## src/rtl/inmux_pkg.sv

```systemverilog
// Shared switch encodings and gain codes for the input decoder.
// Bit order of a switch vector: S1+,S1-,S2+,S2-,S3+,S3-,S4+,S4- from bit 0.
package inmux_pkg;
    typedef logic [7:0] sw_vec_t;
    typedef logic [2:0] gain_t;

    localparam sw_vec_t SW_NONE = 8'h00;
    localparam sw_vec_t SW_SIG  = 8'h03;
    localparam sw_vec_t SW_TST  = 8'h0C;
    localparam sw_vec_t SW_GND  = 8'h30;
    localparam sw_vec_t SW_REF  = 8'hC0;
    localparam sw_vec_t SW_ST1  = 8'h0F;
    localparam sw_vec_t SW_ST2  = 8'h0D;

    localparam gain_t GAIN_UNITY = 3'd0;
    localparam gain_t GAIN_MAX   = 3'd4;
endpackage

```

## src/rtl/inmux_clk_watch.sv

```systemverilog
// Modulator clock activity monitor.
// Samples mod_clk through a SYNC_STAGES-deep synchronizer, detects edges and
// declares the clock lost after STOP_CYCLES system cycles without an edge.
// Assumes clk_sys runs more than twice as fast as mod_clk. Releases on the
// first edge that is seen.
module inmux_clk_watch #(
    parameter int SYNC_STAGES = 2,
    parameter int STOP_CYCLES = 64
) (
    input  logic clk_sys,
    input  logic rst_n,
    input  logic mod_clk,
    output logic lost
);
    localparam int CW = $clog2(STOP_CYCLES + 1);
    localparam logic [CW-1:0] LIMIT = CW'(STOP_CYCLES - 1);

    logic [SYNC_STAGES-1:0] sync_q;
    logic                   prev_q;
    logic                   seen_edge;
    logic [CW-1:0]          idle_q;
    logic                   lost_q;

    // Purpose: move mod_clk into the clk_sys domain.
    always_ff @(posedge clk_sys) begin
        if (!rst_n) sync_q <= '0;
        else        sync_q <= {sync_q[SYNC_STAGES-2:0], mod_clk};
    end

    // Purpose: hold the last synchronized level for edge detection.
    always_ff @(posedge clk_sys) begin
        if (!rst_n) prev_q <= 1'b0;
        else        prev_q <= sync_q[SYNC_STAGES-1];
    end

    assign seen_edge = sync_q[SYNC_STAGES-1] ^ prev_q;

    // Purpose: count idle cycles and flag a stopped clock.
    always_ff @(posedge clk_sys) begin
        if (!rst_n) begin
            idle_q <= '0;
            lost_q <= 1'b0;
        end else if (seen_edge) begin
            idle_q <= '0;
            lost_q <= 1'b0;
        end else if (idle_q == LIMIT) begin
            lost_q <= 1'b1;
        end else begin
            idle_q <= idle_q + 1'b1;
        end
    end

    assign lost = lost_q;

    // an observed edge always releases the stopped flag.
    a_r7_edge_releases: assert property (@(posedge clk_sys) disable iff (!rst_n)
        $past(seen_edge) |-> !lost_q);

    // the flag only rises once the idle window is used up.
    a_r7_rise_after_idle: assert property (@(posedge clk_sys) disable iff (!rst_n)
        $rose(lost_q) |-> $past(idle_q) == LIMIT);
endmodule

```

## src/rtl/inmux_code_decode.sv

```systemverilog
// Combinational decode of the control word into a target switch set,
// gain code and power-down flags. Priority: chip power-down (code or lost
// clock), then amplifier power-down, then the source/gain table. Any
// remaining unlisted code selects ground at unity gain.
module inmux_code_decode
    import inmux_pkg::*;
(
    input  logic [4:0] code,
    input  logic       clk_lost,
    output sw_vec_t    sw_target,
    output gain_t      gain_target,
    output logic       pga_off,
    output logic       chip_off
);
    logic [1:0] src;
    logic [2:0] low;

    assign src = code[4:3];
    assign low = code[2:0];

    // Purpose: resolve power-down priority.
    always_comb begin
        chip_off = (low[2] & low[1]) | clk_lost;
        pga_off  = chip_off | (low == 3'b101);
    end

    // Purpose: look up switch set and gain for the active mode.
    always_comb begin
        sw_target   = SW_GND;
        gain_target = GAIN_UNITY;
        if (!pga_off) begin
            unique case (src)
                2'b00: begin
                    sw_target   = SW_GND;
                    gain_target = (low <= GAIN_MAX) ? low : GAIN_UNITY;
                end
                2'b01: begin
                    sw_target   = (low <= GAIN_MAX) ? SW_TST : SW_GND;
                    gain_target = (low <= GAIN_MAX) ? low : GAIN_UNITY;
                end
                2'b10: begin
                    sw_target   = (low <= GAIN_MAX) ? SW_SIG : SW_GND;
                    gain_target = (low <= GAIN_MAX) ? low : GAIN_UNITY;
                end
                default: begin
                    unique case (low)
                        3'b000:  sw_target = SW_REF;
                        3'b001:  sw_target = SW_ST1;
                        3'b010:  sw_target = SW_ST2;
                        default: sw_target = SW_GND;
                    endcase
                    gain_target = GAIN_UNITY;
                end
            endcase
        end
    end
endmodule

```

## src/rtl/inmux_bbm_seq.sv

```systemverilog
// Break-before-make sequencer for the switch enables.
// On any change of the target set, all enables open for DEAD_CYCLES system
// cycles, then the latest target closes. A new target during the dead time
// restarts it. Assumes DEAD_CYCLES >= 1.
module inmux_bbm_seq
    import inmux_pkg::*;
#(
    parameter int DEAD_CYCLES = 4
) (
    input  logic    clk_sys,
    input  logic    rst_n,
    input  sw_vec_t sw_target,
    output sw_vec_t sw_out
);
    localparam int DW = $clog2(DEAD_CYCLES + 1);
    localparam logic [DW-1:0] DEAD_LOAD = DW'(DEAD_CYCLES);
    localparam logic [DW-1:0] LAST_TICK = DW'(1);

    sw_vec_t       tgt_q;
    sw_vec_t       sw_q;
    logic [DW-1:0] cnt_q;

    // Purpose: open on change, count the dead time, then close the new set.
    always_ff @(posedge clk_sys) begin
        if (!rst_n) begin
            tgt_q <= SW_GND;
            sw_q  <= SW_GND;
            cnt_q <= '0;
        end else if (sw_target != tgt_q) begin
            tgt_q <= sw_target;
            sw_q  <= SW_NONE;
            cnt_q <= DEAD_LOAD;
        end else if (cnt_q == LAST_TICK) begin
            sw_q  <= tgt_q;
            cnt_q <= '0;
        end else if (cnt_q != '0) begin
            cnt_q <= cnt_q - 1'b1;
        end
    end

    assign sw_out = sw_q;

    // one closed set never turns directly into another.
    a_r8_open_before_close: assert property (@(posedge clk_sys) disable iff (!rst_n)
        (sw_q != SW_NONE && $past(sw_q) != SW_NONE) |-> sw_q == $past(sw_q));

    // everything stays open while the dead time runs.
    a_r8_open_during_dead: assert property (@(posedge clk_sys) disable iff (!rst_n)
        (cnt_q != '0) |-> sw_q == SW_NONE);

    // only the latest requested set is ever closed.
    a_r11_latest_only: assert property (@(posedge clk_sys) disable iff (!rst_n)
        (sw_q != SW_NONE) |-> sw_q == tgt_q);
endmodule

```

## src/rtl/inmux_gain_dec.sv

```systemverilog
// Top of the input source and gain control decoder.
// Registers gain and power-down flags one cycle after the control word,
// sequences switch enables break-before-make, and forces whole-chip
// power-down when the modulator clock stops. Assumes ctrl_code is
// synchronous to clk_sys.
module inmux_gain_dec
    import inmux_pkg::*;
#(
    parameter int DEAD_CYCLES = 4,
    parameter int STOP_CYCLES = 32,
    parameter int SYNC_STAGES = 2
) (
    input  logic       clk_sys,
    input  logic       rst_n,
    input  logic       mod_clk,
    input  logic [4:0] ctrl_code,
    output logic [7:0] sw_en,
    output logic [2:0] gain_sel,
    output logic       pga_pd,
    output logic       chip_pd,
    output logic       mod_clk_lost
);
    logic    lost;
    sw_vec_t sw_target;
    gain_t   gain_target;
    logic    pga_off;
    logic    chip_off;
    sw_vec_t sw_seq;
    gain_t   gain_q;
    logic    pga_q;
    logic    chip_q;

    inmux_clk_watch #(
        .SYNC_STAGES(SYNC_STAGES),
        .STOP_CYCLES(STOP_CYCLES)
    ) u_watch (
        .clk_sys (clk_sys),
        .rst_n   (rst_n),
        .mod_clk (mod_clk),
        .lost    (lost)
    );

    inmux_code_decode u_decode (
        .code        (ctrl_code),
        .clk_lost    (lost),
        .sw_target   (sw_target),
        .gain_target (gain_target),
        .pga_off     (pga_off),
        .chip_off    (chip_off)
    );

    inmux_bbm_seq #(
        .DEAD_CYCLES(DEAD_CYCLES)
    ) u_bbm (
        .clk_sys   (clk_sys),
        .rst_n     (rst_n),
        .sw_target (sw_target),
        .sw_out    (sw_seq)
    );

    // Purpose: register gain and power-down flags for glitch-free outputs.
    always_ff @(posedge clk_sys) begin
        if (!rst_n) begin
            gain_q <= GAIN_UNITY;
            pga_q  <= 1'b0;
            chip_q <= 1'b0;
        end else begin
            gain_q <= gain_target;
            pga_q  <= pga_off;
            chip_q <= chip_off;
        end
    end

    assign sw_en        = sw_seq;
    assign gain_sel     = gain_q;
    assign pga_pd       = pga_q;
    assign chip_pd      = chip_q;
    assign mod_clk_lost = lost;

    // in chip power-down the switches are open or parked on ground.
    a_r6_chip_parked: assert property (@(posedge clk_sys) disable iff (!rst_n)
        chip_q |-> (sw_seq == SW_NONE || sw_seq == SW_GND));

    // in amplifier power-down the switches are open or parked on ground.
    a_r5_pga_parked: assert property (@(posedge clk_sys) disable iff (!rst_n)
        pga_q |-> (sw_seq == SW_NONE || sw_seq == SW_GND));

    // the gain code never leaves its legal range.
    a_r2_gain_legal: assert property (@(posedge clk_sys) disable iff (!rst_n)
        gain_q <= GAIN_MAX);

    // the reference pair is only ever closed at unity gain.
    a_r3_ref_unity: assert property (@(posedge clk_sys) disable iff (!rst_n)
        (sw_seq == SW_REF) |-> gain_q == GAIN_UNITY);

    // a chip power-down always carries the amplifier power-down.
    a_r6_chip_implies_pga: assert property (@(posedge clk_sys) disable iff (!rst_n)
        chip_q |-> pga_q);
endmodule

```

## config.mk

```make
export PLATFORM = sky130hd
export DESIGN_NAME = inmux_gain_dec
export DESIGN_NICKNAME = d
export VERILOG_FILES = /design/src/rtl/inmux_pkg.sv /design/src/rtl/inmux_clk_watch.sv /design/src/rtl/inmux_code_decode.sv /design/src/rtl/inmux_bbm_seq.sv /design/src/rtl/inmux_gain_dec.sv
export SDC_FILE = /design/constraint.sdc
export NUM_CORES = 1
export LEC_CHECK = 0
export ABC_AREA = 1
export BUFFER_PORTS_ARGS = -buffer_cell sky130_fd_sc_hd__buf_2
export CAP_MARGIN = 5
export CORE_MARGIN = 4
export CORE_UTILIZATION = 57
export CTS_BUF_LIST = sky130_fd_sc_hd__clkbuf_8
export DETAILED_ROUTE_END_ITERATION = 7
export PLACE_DENSITY = 0.8
export SLEW_MARGIN = 10
export SYNTH_ARGS = -nofsm -noshare
export SYNTH_HDL_FRONTEND = slang
export SYNTH_SLANG_ARGS = --single-unit
export TNS_END_PERCENT = 30
```

## constraint.sdc

```tcl
create_clock -name clk_sys -period 1.8 [get_ports clk_sys]
set_input_delay 0 -clock clk_sys [delete_from_list [all_inputs] [get_ports clk_sys]]
set_output_delay 0 -clock clk_sys [all_outputs]
set_load 0.01 [all_outputs]
```

### Yosys cells after proc, flatten, opt, wreduce, memory -nomap -nowiden

Cells that the tools add are included.

| storage, ports and cells | value |
|---|---|
| register bits | 34 |
| output and inout port bits | 14 |
| word-level logic and storage cells | 50 |

| cells by class | value |
|---|---|
| $add $sub $neg | 2 |
| order comparisons | 1 |
| equality and inequality tests | 8 |
| multiplexer cells | 10 |
| bitwise logic cells | 7 |
| reductions and logical operators | 10 |

Operators with widths:

| operator | count |
|---|---|
| 8-bit case mux with 3 select lines | 2 |
| 6-bit two-way mux | 4 |
| 3-bit two-way mux | 3 |
| 8-bit two-way mux | 1 |
| 8-bit != test | 1 |
| 6-bit by 1-bit adder with 6-bit output, second input constant | 1 |
| 3-bit by 1-bit equality test with 1-bit output, second input constant | 2 |
| 6-bit by 5-bit equality test with 1-bit output, second input constant | 1 |
| 3-bit nonzero test | 2 |
| 3-bit OR reduction | 2 |
| 2-bit OR reduction | 2 |
| 4-bit OR reduction | 1 |
| 3-bit by 2-bit equality test with 1-bit output, second input constant | 1 |
| 3-bit equality test, second input constant | 1 |
| 3-bit <= comparator, second input constant | 1 |
| 3-bit zero test | 1 |
| 1-bit inverter | 3 |
| 3-bit by 1-bit subtractor with 3-bit output, second input constant | 1 |
| 2-bit by 1-bit equality test with 1-bit output, second input constant | 1 |
| 2-bit equality test, second input constant | 1 |
| 2-bit zero test | 1 |
| 1-bit bitwise OR | 2 |
| 2-bit nonzero test | 1 |
| 1-bit AND | 1 |
| 1-bit bitwise XOR | 1 |

### Depth between registers and ports, before layout

| logic depth | value |
|---|---|
| depth after elaboration | 6 |
| depth in mapped cells | 12 |

### By module

From an unflattened synthesis, not the netlist that was laid out.

| second synthesis, totals | value |
|---|---|
| cells, all modules | 252 |
| area total of the unflattened synthesis | 1,737.9 um2 |

Modules (own cells, without submodules):

| module | instances | cells each | area each (um2) | seq. area each (um2) |
|---|---|---|---|---|
| inmux_bbm_seq | 1 | 129 | 920.9 | 380.4 |
| inmux_clk_watch | 1 | 65 | 446.7 | 200.2 |
| inmux_code_decode | 1 | 43 | 232.7 | 0.0 |
| inmux_gain_dec | 1 | 15 | 137.6 | 100.1 |

### Worst setup path after synthesis

Ideal clock, no wire load.

| path | value |
|---|---|
| path kind | register to register |
| from | register u_watch.idle_q[0] |
| to | register u_watch.idle_q[0] |
| setup time | 120 ps |
| arrival | 1,248 ps |
| required time | 1,680 ps |
| path slack | 433 ps |
| stages on the path, launching flop included | 7 |
| buffers on the path | 0 |
| period minus slack after synthesis | 1,367 ps |
| path through | dfxtp_1 -> ha_1 -> nand2_1 -> nor3_1 -> inv_1 -> nand2_1 -> a21oi_1 |

| between the ends | value |
|---|---|
| longest elaborated chain between the ends | 1 |

RTL lines:

| what | RTL line | RTL |
|---|---|---|
| start: declaration | inmux_clk_watch.sv:21 | `logic [CW-1:0] idle_q;` |
| start signal: assignment | inmux_clk_watch.sv:49 | `idle_q <= idle_q + 1'b1;` |
| 6-bit by 1-bit adder with 6-bit output or 6-bit by 5-bit equality test with 1-bit output (tied branches) | inmux_clk_watch.sv:49, inmux_clk_watch.sv:46 |  |

Parallel ways exist; a longest one is shown, timed or not.
A chain may end at the register's enable or synchronous reset.

### Worst setup path in the final report

| path | value |
|---|---|
| from | register u_watch.lost_q, in the netlist u_watch.lost |
| to | register u_bbm.cnt_q[2] |

| between the ends | value |
|---|---|
| longest elaborated chain between the ends | 5 |

RTL lines:

| what | RTL line | RTL |
|---|---|---|
| start: declaration | inmux_clk_watch.sv:22 | `logic lost_q;` |
| start signal: assignment | inmux_clk_watch.sv:42 | `lost_q <= 1'b0;` |
| start signal: assignment | inmux_clk_watch.sv:45 | `lost_q <= 1'b0;` |
| start signal: assignment | inmux_clk_watch.sv:47 | `lost_q <= 1'b1;` |
| 1-bit bitwise OR (*) | inmux_code_decode.sv:23 | `chip_off = (low[2] & low[1]) \| clk_lost;` |
| 1-bit bitwise OR (*) | inmux_code_decode.sv:24 | `pga_off = chip_off \| (low == 3'b101);` |
| 8-bit two-way mux (*) | inmux_code_decode.sv:31 | `if (!pga_off) begin` |
| 8-bit != test (*) | inmux_bbm_seq.sv:29 | `end else if (sw_target != tgt_q) begin` |
| 3-bit nonzero test (no source line) or 3-bit two-way mux (tied branches) | n/a |  |
| end signal: assignment | inmux_bbm_seq.sv:37 | `cnt_q <= cnt_q - 1'b1;` |
| end: declaration | inmux_bbm_seq.sv:21 | `logic [DW-1:0] cnt_q;` |

Every way passes the cells marked *; elsewhere a longest branch is shown, timed or not.

==> impl_metrics.ini <==
[timing]
fmax_mhz = 718.2
setup_tns_ns = 0
fin_skew_ns = 0.005361
setup_viol = 0
slew_headroom_pct = 82.25
tightestPinTransition_ns = 0.2642
rsz0062_at_grt = no
post-route-min-period_ns = 1.392
post-route-period-util_pct = 77.35
worst_slack_ns = 0.4076
final_hold_viol_count = 0
finalMaxSlewViolations = 0

[clock_tree]
htreeDepth = 1
cts-buffers-inserted = 3
clk_latency_ns = 0.27
clockRootBuffer = clkbuf_8
ctsResizeCount = 0
cts_tree = built
path_clk_slew_ns = 0.10
cts_max_path_buffers = 2
cts.sinks = 28

[critical_path]
cp_cell_sequence = a21oi_2 -> nand2_2 -> clkinv_2 -> nand3_1 -> nand2_1 -> nand3_2 -> nor2_4 -> nand3_1 -> nand2_1 -> inv_1
r2r_end = u_bbm.cnt_q[2]
critPathLaunchType = register
worstPathRequired_ns = 1.98
path_max_fanout = 8
crit_type = reg -> reg
worst-path-buf-inv = 2
r2r_slack_ns = 0.41
cp_top_family = simple AND/OR/NAND/NOR gates
cp-startpoint = u_watch.lost
reg2reg_depth = 10
slowest_stage = dfxtp_1
reg2reg_from = u_watch.lost
max_stage_delay_ns = 0.34
endpoint_kind = register
arrival_ns = 1.57

[route]
drt-total-wl_microns = 2740
drt_iter0_drc = 20
vias_per_cell = 5.121
route.met2.wl_microns = 1521
drtAntennaViolNets = 0
wl_met1_microns = 1113
drtPass1Iterations = 4
vias = 1183
drc = 0
route.met3.wl_microns = 79
top_layer = met4
wire_per_inst_microns = 11.86

[hold_path]
hold_depth = 3
hp-class = in -> reg
min_from = ctrl_code[2]
whs_endpoint = gain_sel[2]

[logic_synthesis]
yosys-top-cells-area = dfxtp_1 41%, inv_1 8.3%, nand2_1 8.3%
synth-warning-count = 0
syn_inst = 179
synth_top_cells_by_count = 30 x inv_1, 30 x nand2_1, 28 x dfxtp_1, 19 x nor2_1
seq_area_frac_synth_pct = 41.48
async_flop_share_pct = 0
synth_top_area_share_pct = 41.48
synth.largest_area_cell = dfxtp_1
synth_area_per_cell_sq_um = 7.549
synth-edff-count = 0
synthFlopType = dfxtp_1
synth.distinct_cells = 26
synth_nets = 191
synth_seq_cells = 28
syn-cell-area_sq_um = 1351

[die]
core.rowCount = 17
initial_core_util_pct = 60.50
die_x_microns = 56.69
die_y_microns = 56.69
core_sq_um = 2233
die_area_sq_um = 3214
ios = 22

[global_routing]
grt_start_max_net_pins = 17
grt.total_usage_pct = 19.61
grt_pass1_vias = 1202
grt_pass1_wl_microns = 5071
grt_antenna_before_repair = 0
grt_overflow = 0

[placement]
dpl_cell_area_sq_um = 1465
gp_congestion = 0.8476
hpwl_microns = 2004
dpl_worst_slack_ns = 0.4335
portBuffers = 21

[layout]
nets = 216
drive_above_1_share_pct = 25.62
diodes = 0
fin_area_sq_um = 1556
syn_to_final_growth_pct = 15.18
final_core_util_pct = 69.69
fill_cells = 191

[power]
irDropWorstVdd_mv = 0.6330
fin_total_pwr_uw = 1413
powerDensity_nw_per_um2 = 907.8
p_leak_uw = 0.0007818

[status]
outcome = complete, no violations

[run]
max_cap_violations = 0
==> worst reg2reg max path: stages (launching register included) <==
cell and delay, ns:
dfxtp_1 0.34, a21oi_2 0.15, nand2_2 0.10, clkinv_2 0.11, nand3_1 0.11, nand2_1 0.09
nand3_2 0.08, nor2_4 0.15, nand3_1 0.08, nand2_1 0.06, inv_1 0.03
==> layout by cell type, fill, tap and decap left out, drive strengths merged <==
master	instances
nand2	38
inv	32
dfxtp	28
nor2	26
buf	22
nand3	14
a21oi	9
o21ai	8
nor3	5
ha	4
nand4	3
clkbuf	3
xor2	2
dlygate4sd3	2
clkinv	1
mux2i	1
or3	1
a31oi	1
a211oi	1
or2	1
bufinv	1
==> flip-flops by register name (all words and copies together), names as in the netlist <==
| register | flops |
|---|---|
| u_watch.sync_q | 2 |
| u_watch.prev_q | 1 |
| u_bbm.cnt_q | 3 |
| gain_sel | 3 |
| u_watch.lost | 1 |
| pga_pd | 1 |
| u_watch.idle_q | 6 |
| u_bbm.tgt_q | 5 |
| chip_pd | 1 |
| u_bbm.sw_out | 5 |
==> cell families (layout without fill, tap and decap cells) <==
group	Yosys count	after routing	share of synthesized area (%)
AO/OA/AOI/OAI	19	19	7.593
XOR/XNOR	2	2	1.297
adder cells (fa/ha/maj)	4	4	3.704
buffers and inverters	37	61	11.76
flip-flops	28	28	41.48
multiplexers	1	1	0.7408
AND/OR/NAND/NOR	88	88	33.43
==> per-layer routing <==
layer / global-route usage [%] / up-vias
met5: 0 / -
met4: 8.136 / 0
met3: 2.989 / 2
met2: 36.63 / 20
met1: 21.57 / 559
li1: - / 602
==> worst max path at each step <==
stage / endpoint / slack (ns) / depth (start not counted)
after global routing: u_watch.idle_q[5] / 0.11 / 8
after detailed placement: u_bbm.cnt_q[2] / 0.43 / 10
final: u_bbm.cnt_q[2] / 0.41 / 10
after floorplan: u_watch.idle_q[0] / 0.43 / 6
after CTS: u_bbm.cnt_q[2] / 0.42 / 10
after global placement: u_bbm.cnt_q[2] / 0.49 / 10
==> per-stage QoR <==
step | std cells | hold slack [ns]
after detailed placement | 225 | 0.1865
after CTS | 231 | 0.009689
after global placement | 225 | 0.1835
final | 231 | 0.02241
after global routing | 231 | 0.03063
after floorplan | 179 | 0.09763
==> repair_timing <==
item,CTS,global route
hold endpoints to repair,2,0
hold buffers,2,0
buffers inserted,0,0
==> final cells by class <==
class | instances | area, sq um | area share (%)
Sequential cell | 28 | 560.5 | 36.01
Clock inverter | 1 | 30.03 | 1.929
Timing Repair Buffer | 24 | 132.6 | 8.521
Inverter | 33 | 125.1 | 8.039
Clock buffer | 3 | 41.29 | 2.653
Tap cell | 28 | 35.03 | 2.251
Multi-Input combinational cell | 114 | 631.9 | 40.59
==> power by group <==
group | switching [uW] | internal (uW)
Sequential | 15.5 | 652
Combinational | 163 | 94.4
Clock | 190 | 298
Power figures use the tool's default switching activity.
